### src/rtl/wdog_pkg.sv
package wdog_pkg;

    localparam int DEF_PRE_DIV = 128;
    localparam int DEF_POST_W  = 16;
    localparam int DEF_SEL_W   = 4;

    typedef enum logic [1:0] {
        PM_RUN   = 2'b00,
        PM_IDLE  = 2'b01,
        PM_SLEEP = 2'b10,
        PM_LOWP  = 2'b11
    } pwr_mode_e;

    typedef struct packed {
        logic dev_reset;
        logic wake;
    } wdog_evt_t;

    function automatic logic is_low_power(pwr_mode_e m);
        return m != PM_RUN;
    endfunction

    function automatic wdog_evt_t route_event(logic fire, pwr_mode_e m);
        wdog_evt_t e;
        e.dev_reset = fire && !is_low_power(m);
        e.wake      = fire &&  is_low_power(m);
        return e;
    endfunction

endpackage

### src/rtl/wdog_prescale.sv
module wdog_prescale #(
    parameter int DIV = wdog_pkg::DEF_PRE_DIV
) (
    input  logic clk,
    input  logic clear,
    input  logic run,
    output logic tick
);
    localparam int CW = (DIV > 1) ? $clog2(DIV) : 1;
    localparam logic [CW-1:0] LAST = CW'(DIV - 1);

    logic [CW-1:0] cnt;

    assign tick = run && !clear && (cnt == LAST);

    always_ff @(posedge clk) begin
        if (clear || !run) begin
            cnt <= '0;
        end else if (tick) begin
            cnt <= '0;
        end else begin
            cnt <= cnt + 1'b1;
        end
    end
endmodule

### src/rtl/wdog_postscale.sv
module wdog_postscale #(
    parameter int W     = wdog_pkg::DEF_POST_W,
    parameter int SEL_W = wdog_pkg::DEF_SEL_W
) (
    input  logic             clk,
    input  logic             clear,
    input  logic             run,
    input  logic             tick,
    input  logic [SEL_W-1:0] sel,
    output logic             expire
);
    localparam int NTAP = 1 << SEL_W;

    logic [W-1:0]    cnt;
    logic [NTAP-1:0] tap_hit;

    for (genvar i = 0; i < NTAP; i++) begin : g_tap
        if (i == 0) begin : g_first
            assign tap_hit[i] = 1'b1;
        end else if (i <= W) begin : g_mid
            assign tap_hit[i] = &cnt[i-1:0];
        end else begin : g_over
            assign tap_hit[i] = &cnt;
        end
    end

    assign expire = run && !clear && tick && tap_hit[sel];

    always_ff @(posedge clk) begin
        if (clear || !run) begin
            cnt <= '0;
        end else if (expire) begin
            cnt <= '0;
        end else if (tick) begin
            cnt <= cnt + 1'b1;
        end
    end
endmodule

### src/rtl/wdog_route.sv
module wdog_route
    import wdog_pkg::*;
(
    input  logic      clk,
    input  logic      rst,
    input  logic      fire,
    input  pwr_mode_e mode,
    output wdog_evt_t evt
);
    always_ff @(posedge clk) begin
        if (rst) begin
            evt <= '0;
        end else begin
            evt <= route_event(fire, mode);
        end
    end
endmodule

### src/rtl/wdog_top.sv
module wdog_top
    import wdog_pkg::*;
#(
    parameter int PRE_DIV = DEF_PRE_DIV,
    parameter int POST_W  = DEF_POST_W,
    parameter int SEL_W   = DEF_SEL_W
) (
    input  logic             clk,
    input  logic             rst,
    input  logic             cfg_en,
    input  logic             sw_en,
    input  logic [SEL_W-1:0] tap_sel,
    input  logic             clr_cmd,
    input  logic             sleep_enter,
    input  logic             osc_fail,
    input  logic [1:0]       pwr_mode,
    output logic             osc_req,
    output logic             dev_rst_pulse,
    output logic             wake_pulse
);
    logic      enabled;
    logic      clr_any;
    logic      base_tick;
    logic      expire;
    wdog_evt_t evt;

    // configuration enable dominates; software bit only matters when it is off
    assign enabled = cfg_en ? 1'b1 : sw_en;
    assign clr_any = rst | clr_cmd | sleep_enter | osc_fail;
    assign osc_req = enabled;

    wdog_prescale #(.DIV(PRE_DIV)) u_pre (
        .clk   (clk),
        .clear (clr_any),
        .run   (enabled),
        .tick  (base_tick)
    );

    wdog_postscale #(.W(POST_W), .SEL_W(SEL_W)) u_post (
        .clk    (clk),
        .clear  (clr_any),
        .run    (enabled),
        .tick   (base_tick),
        .sel    (tap_sel),
        .expire (expire)
    );

    wdog_route u_route (
        .clk  (clk),
        .rst  (rst),
        .fire (expire),
        .mode (pwr_mode_e'(pwr_mode)),
        .evt  (evt)
    );

    assign dev_rst_pulse = evt.dev_reset;
    assign wake_pulse    = evt.wake;
endmodule

### config.mk
export PLATFORM = sky130hd
export DESIGN_NAME = wdog_top
export DESIGN_NICKNAME = d
export VERILOG_FILES = /design/src/rtl/wdog_pkg.sv /design/src/rtl/wdog_prescale.sv /design/src/rtl/wdog_postscale.sv /design/src/rtl/wdog_route.sv /design/src/rtl/wdog_top.sv
export SDC_FILE = /design/constraint.sdc
export NUM_CORES = 1
export LEC_CHECK = 0
export BUFFER_PORTS_ARGS = -buffer_cell sky130_fd_sc_hd__buf_2
export CORE_ASPECT_RATIO = 1.75
export CORE_MARGIN = 2
export CORE_UTILIZATION = 56
export CTS_CLUSTER_DIAMETER = 200
export DETAILED_ROUTE_END_ITERATION = 6
export PLACE_DENSITY_LB_ADDON = 0.12
export SYNTH_ARGS = -nofsm -noshare
export SYNTH_HDL_FRONTEND = slang
export SYNTH_SLANG_ARGS = --single-unit
### constraint.sdc
create_clock -name clk -period 3.3 [get_ports clk]
set_clock_uncertainty 0.2 [all_clocks]
set_input_delay 0.165 -clock clk [delete_from_list [all_inputs] [get_ports clk]]
set_output_delay 0.165 -clock clk [all_outputs]
set_load 0.02 [all_outputs]
After elaboration in Yosys (flattened, before gate mapping)
Index checks and enable logic that the tools add are counted.

storage, ports and cells
  bits in registers = 25
  bits of input ports = 13
  logic and storage cells = 41

operators by class
  $add $sub $neg = 2
  magnitude comparators = 1
  equality and inequality tests = 1
  muxes and demuxes = 3
  bitwise operators = 3
  reduce and logical (&&, ||, !) cells = 27

operators with widths
  operator                                                              count
  16-bit by 1-bit adder with 16-bit output, second input constant       1
  15-bit AND reduction                                                  1
  14-bit AND reduction                                                  1
  13-bit AND reduction                                                  1
  12-bit AND reduction                                                  1
  11-bit AND reduction                                                  1
  10-bit AND reduction                                                  1
  9-bit AND reduction                                                   1
  8-bit AND reduction                                                   1
  7-bit by 1-bit adder with 7-bit output, second input constant         1
  7-bit equality test, second input constant                            1
  7-bit AND reduction                                                   1
  1-bit logical AND                                                     6
  6-bit AND reduction                                                   1
  4-bit by 5-bit < comparator with 1-bit output, second input constant  1
  5-bit AND reduction                                                   1
  1-bit binary-select mux with 4-bit select                             1
  4-bit AND reduction                                                   1
  2-bit OR reduction                                                    2
  1-bit logical NOT                                                     3
  1-bit OR                                                              3
  3-bit AND reduction                                                   1
  1-bit 2-to-1 mux                                                      2
  2-bit AND reduction                                                   1
  2 further kinds                                                       2

Logic depth before layout (Yosys ltp)
Gate-level depths: netlist of the first run.

  depth in word-level cells = 9
  gate-level depth with buffers = 11
  gate-level depth less buffers = 10

Modules after synthesis
From an unflattened synthesis of the first run, not the netlist that was laid out.

unflattened totals
  cells, all modules = 147
  area, all modules = 1,350.0 um^2

modules (own cells, without submodules)
  module          instances  cells each  area an instance (um^2)  sequential area each (um^2)
  wdog_postscale  1          106         972.2                    300.3
  wdog_prescale   1          33          292.8                    140.1
  wdog_route      1          6           71.3                     40.0
  wdog_top        1          2           13.8                     0.0

Worst setup path before layout of the first run
Ideal clock, no wire load.

  path kind = reg-to-reg
  start = register u_post.cnt[0]
  end = register u_route.evt[0] (netlist name)
  setup time = 0.114 ns
  data arrival time = 2.105 ns
  setup slack = 0.881 ns
  stages on the path, launching flop included = 12
  path buffers = 1
  clock period less this slack = 2.419 ns
  cell sequence = dfxtp_1 ha_1 nand3_2 inv_1 nand3_2 inv_1 ha_1 or4_2 o21ai_0 a2111oi_4 buf_6 o21a_4

on the way
  cells in the longest elaborated chain, start to end = 5
  elaborated cells on any way between the ends = 18
  classes of those cells = mux (2); reduce/logical (16)

RTL lines
  element                                       RTL line              RTL
  start: declaration                            wdog_postscale.sv:14  logic [W-1:0] cnt;
  start signal: assignment                      wdog_postscale.sv:35  cnt <= cnt + 1'b1;
  15-bit AND reduction (tied with other cells)  wdog_postscale.sv:21  assign tap_hit[i] = &cnt[i-1:0];
  1-bit binary-select mux with 4-bit select *   wdog_postscale.sv:27  assign expire = run && !clear && tick && tap_hit[sel];
  1-bit 2-to-1 mux (implied by the code) *      wdog_postscale.sv:27
  1-bit logical AND *                           wdog_postscale.sv:27
  1-bit logical AND *                           wdog_pkg.sv:26        e.wake = fire && is_low_power(m);

Every way passes the cells marked *; elsewhere a longest branch is shown, timed or not. The select of a mux whose other input is x is not followed.
A chain may end at the register's enable or synchronous reset.

Worst setup path after layout of the first run
  start = register u_post.cnt[0]
  end = register u_route.evt[1] (netlist name)

on the way
  cells in the longest elaborated chain, start to end = 5
  elaborated cells on any way between the ends = 18
  classes of those cells = mux (2); reduce/logical (16)

RTL lines
  element                                       RTL line              RTL
  15-bit AND reduction (tied with other cells)  wdog_postscale.sv:21
  1-bit binary-select mux with 4-bit select *   wdog_postscale.sv:27
  1-bit 2-to-1 mux (implied by the code) *      wdog_postscale.sv:27
  1-bit logical AND *                           wdog_postscale.sv:27
  1-bit logical AND *                           wdog_pkg.sv:25        e.dev_reset = fire && !is_low_power(m);

Marks and branches as above.

==> run metrics, run 1 <==
clock tree buffer depth=2; drt pass-1 iters=4; utilization after layout=65.0%; GRT Residual Overflow=0; global-route wire length before repair=4310 um; EDFF count, synth=0; RSZ-0062 raised after global routing=no; Worst-Skew Late Latency=0.27 ns; leakage=0.569 nW; largest net degree at the start of global routing=26; Critical Path RT=3.30 ns; routed wire length=2710 um; post-synthesis cell area=1320 um2; TritonCTS clock tree=yes; async set or reset register ratio after synthesis=0%; # hold bufs at CTS=2; post-synthesis sequential area ratio=36.4%; Die Span Y=about 70 um; Reg2Reg Depth=10; Peak Freq=~0.34 GHz; Final min period=2.98 ns; filler cell count in the final layout=200; WP data arrival=2.98 ns; Final Hold Viols=0; Crit. End Element=flip-flop; Starting Density=58.1%; Top FF cell, synth=dfxtp_1; Crit Path Class=reg2reg; status=finished clean; Total GRT Usage=23.0%; vias=roughly 1.1k; clock-pin slew on the worst setup and hold paths=0.09 ns; Final Total Pwr=0.000580 W; Die Footprint=roughly 2800 um2; DRC Markers=0; crit path cell chain=ha_1 -> nand3_2 -> inv_1 -> nand3_2 -> inv_1 -> ha_1 -> or4_2 -> o21ai_0 -> a2111oi_4 -> nor3b_1; Starting DRT DRC Count=24; # rows=23; CTS H-tree lvls=1; DPL Wire Length=2060 um; Via density=6.12; P&R area growth vs syn=11.9%; CP startpoint kind=flip-flop; Resized cells post-CTS=0; initial antenna violation count=0; post-synthesis register bit count=24; Core Area=between 2000 and 2500 um2; slowest CP cell=a2111oi_4; post-synth net total=157; Root Driver=clkbuf_8; Synth top cells by count=dfxtp_1, nor3_1, xnor2_1; Slowest Stage Delay on Critical Path=0.94 ns; Die W=about 41 um; # IOs=16; Stages on worst setup path=10; Unique masters post-synth=41; GP Congestion=0.919; most common cell in the synthesized netlist=dfxtp_1; number of global-route vias before repair=about 1.1k; synth warn=0; share of layout cells above drive strength 1=about 20%; nets@finish=176; Power Density=~400 nW/um2; Sum Neg Setup Slack=0 ns; maximum vdd drop=362 uV; Finish-stage setup viols=0; Crit path max-delay family=compound AO/OA/AOI/OAI gates; Worst-Margin Slew=slightly below 1 ns; Register Area=480 um2; Worst Path Buf+Inv=2; diodes inserted=0; Avg Inst Size Synth=9.50 um2; critical path fanouts, max=17; area leader, netlist=dfxtp_1; area fraction of the dominant cell type after synthesis=36.4%; multi-input gate area in the final layout=773 um2; IO buf count=15; number of max-cap violations=0; wire per inst=about 15 um; Syn Inst Count=~140; Max Slew Vio Count=0; Final Cycle Share=90.3%; TritonCTS Buffers=3; Hold Crit Class=in2reg; Worst slew margin=34.8%; Synth area leaders=dfxtp_1, xnor2_1, nor3_1, ha_1, mux2i_1; postcts setup bufs=0; Hold Crit Depth=4; total clock sinks=24; Final ANT Viol Nets=0
[power breakdown]
part           internal (W)   total, W  switching [W]  leakage [nW]
clock network      0.000162   0.000261      0.0000987        0.0357
registers          0.000290   0.000290    0.000000217         0.193
logic             0.0000140  0.0000291      0.0000151         0.340
[sequential cells by signal, summed over array words and instances, names as in the netlist]
register     count
u_pre.cnt        7
u_post.cnt      15
u_route.evt      2
[worst register-to-register path, cell delays in order, from the launching register on]
cell and delay [ns]:
dfxtp_1 0.41, ha_1 0.27, nand3_2 0.11, inv_1 0.10, nand3_2 0.13, inv_1 0.12
ha_1 0.16, or4_2 0.10, o21ai_0 0.12, a2111oi_4 0.94, nor3b_1 0.26
[stage by stage]
step	instances	hold slack [ns]	cell area, um2	setup slack (ns)
2_1_floorplan	139	0.0401	1320	0.881
3_3_place_gp	176	0.155	1390	0.503
3_5_place_dp	176	0.160	1390	0.362
4_1_cts	182	0.160	1480	0.319
5_1_grt	182	0.166	1480	0.0610
6_report	182	0.161	1480	0.319
[layout by cell type, fill, tap and decap left out, types with 2 or more instances in the layout]
| cell | instances |
|---|---|
| nand3_1 | 5 |
| nor4_1 | 4 |
| clkbuf_8 | 3 |
| buf_2 | 15 |
| dlygate4sd3_1 | 2 |
| buf_4 | 2 |
| inv_1 | 3 |
| nand4_1 | 5 |
| xor2_1 | 4 |
| o21ai_0 | 2 |
| nor3_1 | 20 |
| nor2_1 | 8 |
| dfxtp_1 | 24 |
| and3_1 | 5 |
| mux2i_1 | 5 |
| nand3_2 | 2 |
| nand2_1 | 6 |
| xnor2_1 | 12 |
| ha_1 | 5 |
| and2_1 | 3 |
[per-layer routing]
metal / GRT usage, % / routed length [um] / vias up
met5: 0 / 0 / -
met4: 15.0 / 121 / 0
met3: 3.25 / 40 / 11
met2: 41.9 / 1510 / 18
met1: 21.8 / 1040 / 530
li1: - / - / 554
[final cells by class]
type                            count  share of cell area, %
Clock buffer                        3                   2.79
Clock inverter                      1                   2.03
Inverter                            3                  0.762
Multi-Input combinational cell    107                   52.3
Sequential cell                    24                   32.5
Tap cell                           25                   2.12
Timing Repair Buffer               19                   7.45
[cells by family (layout without fill, tap and decap cells)]
family | count (synthesis) | count (layout) | synth area share, %
AOI/OAI and AO/OA | 11 | 11 | 8.63
buffers and inverters | 8 | 26 | 5.02
DFF | 24 | 24 | 36.4
adders and majority gates | 5 | 5 | 4.74
xor gates and xnor gates | 16 | 16 | 10.6
muxes | 5 | 5 | 3.79
and+or+nand+nor | 70 | 70 | 30.8
[worst paths after layout]
| path | start | end | slack, ns |
|---|---|---|---|
| max | u_post.cnt[0] | u_route.evt[1] | 0.32 |
| min | osc_fail | u_pre.cnt[1] | 0.16 |
| max reg2reg | u_post.cnt[0] | u_route.evt[1] | 0.32 |
| min reg2reg | u_pre.cnt[0] | u_pre.cnt[0] | 0.25 |
Note: power is estimated with default switching activity, not from simulation.
==> run 2, diff against run 1 <==
--- a/config.mk
+++ b/config.mk
@@ -5,7 +5,7 @@
 export SDC_FILE = /design/constraint.sdc
 export NUM_CORES = 1
 export LEC_CHECK = 0
-export BUFFER_PORTS_ARGS = -buffer_cell sky130_fd_sc_hd__buf_2
+export BUFFER_PORTS_ARGS = -buffer_cell sky130_fd_sc_hd__clkbuf_2
 export CORE_ASPECT_RATIO = 1.75
 export CORE_MARGIN = 2
 export CORE_UTILIZATION = 56
==> run 2 against run 1 <==
Against the previous run:
- via count hardly changed
- critical path depth is 4 lower
- power is 0.72% lower
- largest cell class unchanged
- highest routed layer unchanged
==> run metrics, run 2 (synthesis gave the netlist of run 1 again) <==
status=finished clean (unchanged); min-delay src=osc_fail (unchanged); M1 WL=1010 um (was 1040 um); Die Footprint=2780 um2 (unchanged); Via density=6.11 (was 6.12); Top Registers=u_post.cnt: 15 flops, u_pre.cnt: 7 flops, u_route.evt: 2 flops (unchanged); Hold Crit Class=in2reg (unchanged); Slowest Stage Delay on Critical Path=0.79 ns (was 0.94 ns); RSZ-0062 raised after global routing=no (unchanged); Die Span Y=68.2 um (unchanged); initial antenna violation count=0 (unchanged); Worst Path Buf+Inv=0 (was 2); number of max-cap violations=0 (unchanged); TritonCTS Buffers=3 (unchanged); critical path fanouts, max=17 (unchanged); Starting DRT DRC Count=32 (was 24); number of global-route vias before repair=1036 (was 1053); Final ANT Viol Nets=0 (unchanged); Core Area=2270 um2 (unchanged); most common cell after layout, fill and taps aside=dfxtp_1 (unchanged); Resized cells post-CTS=0 (unchanged); WL met3=46 um (was 40 um); Max Slew Vio Count=0 (unchanged); Die W=40.7 um (unchanged); share of layout cells above drive strength 1=20.4% (unchanged); Crit. End Element=flip-flop (unchanged); Met2 Routed Length=1560 um (was 1510 um); crit path cell chain=ha_1 -> nand3_2 -> o41ai_1 -> or3b_1 -> a2111oi_4 -> nor3b_1 (was ha_1 -> nand3_2 -> inv_1 -> nand3_2 -> inv_1 -> ha_1 -> or4_2 -> o21ai_0 -> a2111oi_4 -> nor3b_1); clock tree buffer depth=2 (unchanged); GP Congestion=0.927 (was 0.919); vias=1112 (was 1113); slowest CP cell=a2111oi_4 (unchanged); reg-to-reg slack, setup=0.35 ns (was 0.32 ns); nets@finish=176 (unchanged); Total GRT Usage=23.3% (was 23.0%); largest net degree at the start of global routing=26 (unchanged); Final Hold Viols=0 (unchanged); worst reg2reg endpoint=u_route.evt[1] (unchanged); Root Driver=clkbuf_8 (unchanged); TritonCTS clock tree=yes (unchanged); Final Cycle Share=89.3% (was 90.3%); Starting Density=58.1% (unchanged); WP data arrival=2.94 ns (was 2.98 ns); WHS Endpoint=u_pre.cnt[1] (unchanged); wire per inst=14.7 um (was 14.9 um); FF-to-FF Start=u_post.cnt[0] (unchanged); post-place setup slack=0.343 ns (was 0.362 ns); Crit path max-delay family=compound AO/OA/AOI/OAI gates (unchanged); P&R area growth vs syn=11.9% (unchanged); Critical Path RT=3.29 ns (was 3.30 ns); global-route wire length before repair=4420 um (was 4310 um); leakage=0.571 nW (was 0.569 nW); Reg2Reg Depth=6 (was 10); postcts setup bufs=0 (unchanged); routed wire length=2670 um (was 2710 um); # rows=23 (unchanged); most frequent cells in the layout=dfxtp_1, nor3_1, clkbuf_2 (was dfxtp_1, nor3_1, buf_2); DPL Wire Length=2040 um (was 2060 um); Worst-Margin Slew=0.991 ns (was 0.977 ns); DRC Markers=0 (unchanged); # hold bufs at CTS=2 (unchanged); Final min period=2.95 ns (was 2.98 ns); IO buf count=15 (unchanged); diodes inserted=0 (unchanged); Sum Neg Setup Slack=0 ns (unchanged); clock-pin slew on the worst setup and hold paths=0.08 ns (was 0.09 ns); GRT Residual Overflow=0 (unchanged); CP startpoint kind=flip-flop (unchanged); Top reg by flops=u_post.cnt (unchanged); Crit Path Class=reg2reg (unchanged); number of flip-flops in the largest register=15 (unchanged); CTS H-tree lvls=1 (unchanged); max layer used=met4 (unchanged); Finish-stage setup viols=0 (unchanged); Power Density=390 nW/um2 (was 393 nW/um2); Worst slew margin=33.9% (was 34.8%); Worst-Skew Late Latency=0.27 ns (about the same); worst setup margin=0.352 ns (was 0.319 ns); Peak Freq=0.339 GHz (was 0.335 GHz); maximum vdd drop=393 uV (was 362 uV); filler cell count in the final layout=200 (unchanged); Hold Crit Depth=4 (unchanged); # IOs=16 (unchanged); total clock sinks=24 (unchanged); drt pass-1 iters=4 (unchanged)
run 2: changes by cell type in the layout (fill, tap and decap cells not counted):
| cell | previous run | this run |
|---|---|---|
| clkbuf_2 | 0 | 15 |
| buf_2 | 15 | 0 |
run 2: tightest hold or removal path: cells and delay by family:
family,cells,cell delay (ns)
buffers and inverters,1,0.07
AND/OR/NAND/NOR,3,0.35
run 2: per-stage QoR:
stage	instance area [um2]	hold WS, ns	total power, W	std cells	utilization, %
after CTS	1480	0.173	0.000581	182	65.0
after global routing	1480	0.186	0.000593	182	65.0
final	1480	0.166	0.000576	182	65.0
after global placement	1390	0.158	0.000323	176	61.0
after floorplan	1320	0.0401	0.000316	139	-
after detailed placement	1390	0.169	0.000324	176	61.0
run 2: worst max path at each step:
stage / from / to / slack, ns / cells past startpoint
after floorplan: u_post.cnt[0] / u_route.evt[0] / 0.88 / 11
after global placement: u_post.cnt[0] / u_route.evt[1] / 0.50 / 10
after detailed placement: u_post.cnt[0] / u_route.evt[1] / 0.34 / 6
after CTS: u_post.cnt[0] / u_route.evt[1] / 0.32 / 6
after global routing: u_post.cnt[0] / u_route.evt[1] / 0.06 / 6
final: u_post.cnt[0] / u_route.evt[1] / 0.35 / 6
run 2: area by class of cell:
class / instances / area (um2) / area share [%]
multi-input cells: 107 / 773 / 52.3
flip-flops and latches: 24 / 480 / 32.5
repair buffers: 19 / 110 / 7.45
clock buffers: 3 / 41.3 / 2.79
well taps: 25 / 31.3 / 2.12
clock inverters: 1 / 30.0 / 2.03
inverters: 3 / 11.3 / 0.762
run 2: layer usage:
metal	vias to the layer above	GRT usage, %
met2	9	42.7
met4	0	8.75
li1	549	-
met5	-	0
met1	548	25.2
met3	6	2.92
run 2: report_power, final:
group	total [W]	internal, W	switching, W
registers	0.000290	0.000290	0.000000204
clock network	0.000257	0.000162	0.0000947
logic	0.0000292	0.0000139	0.0000153
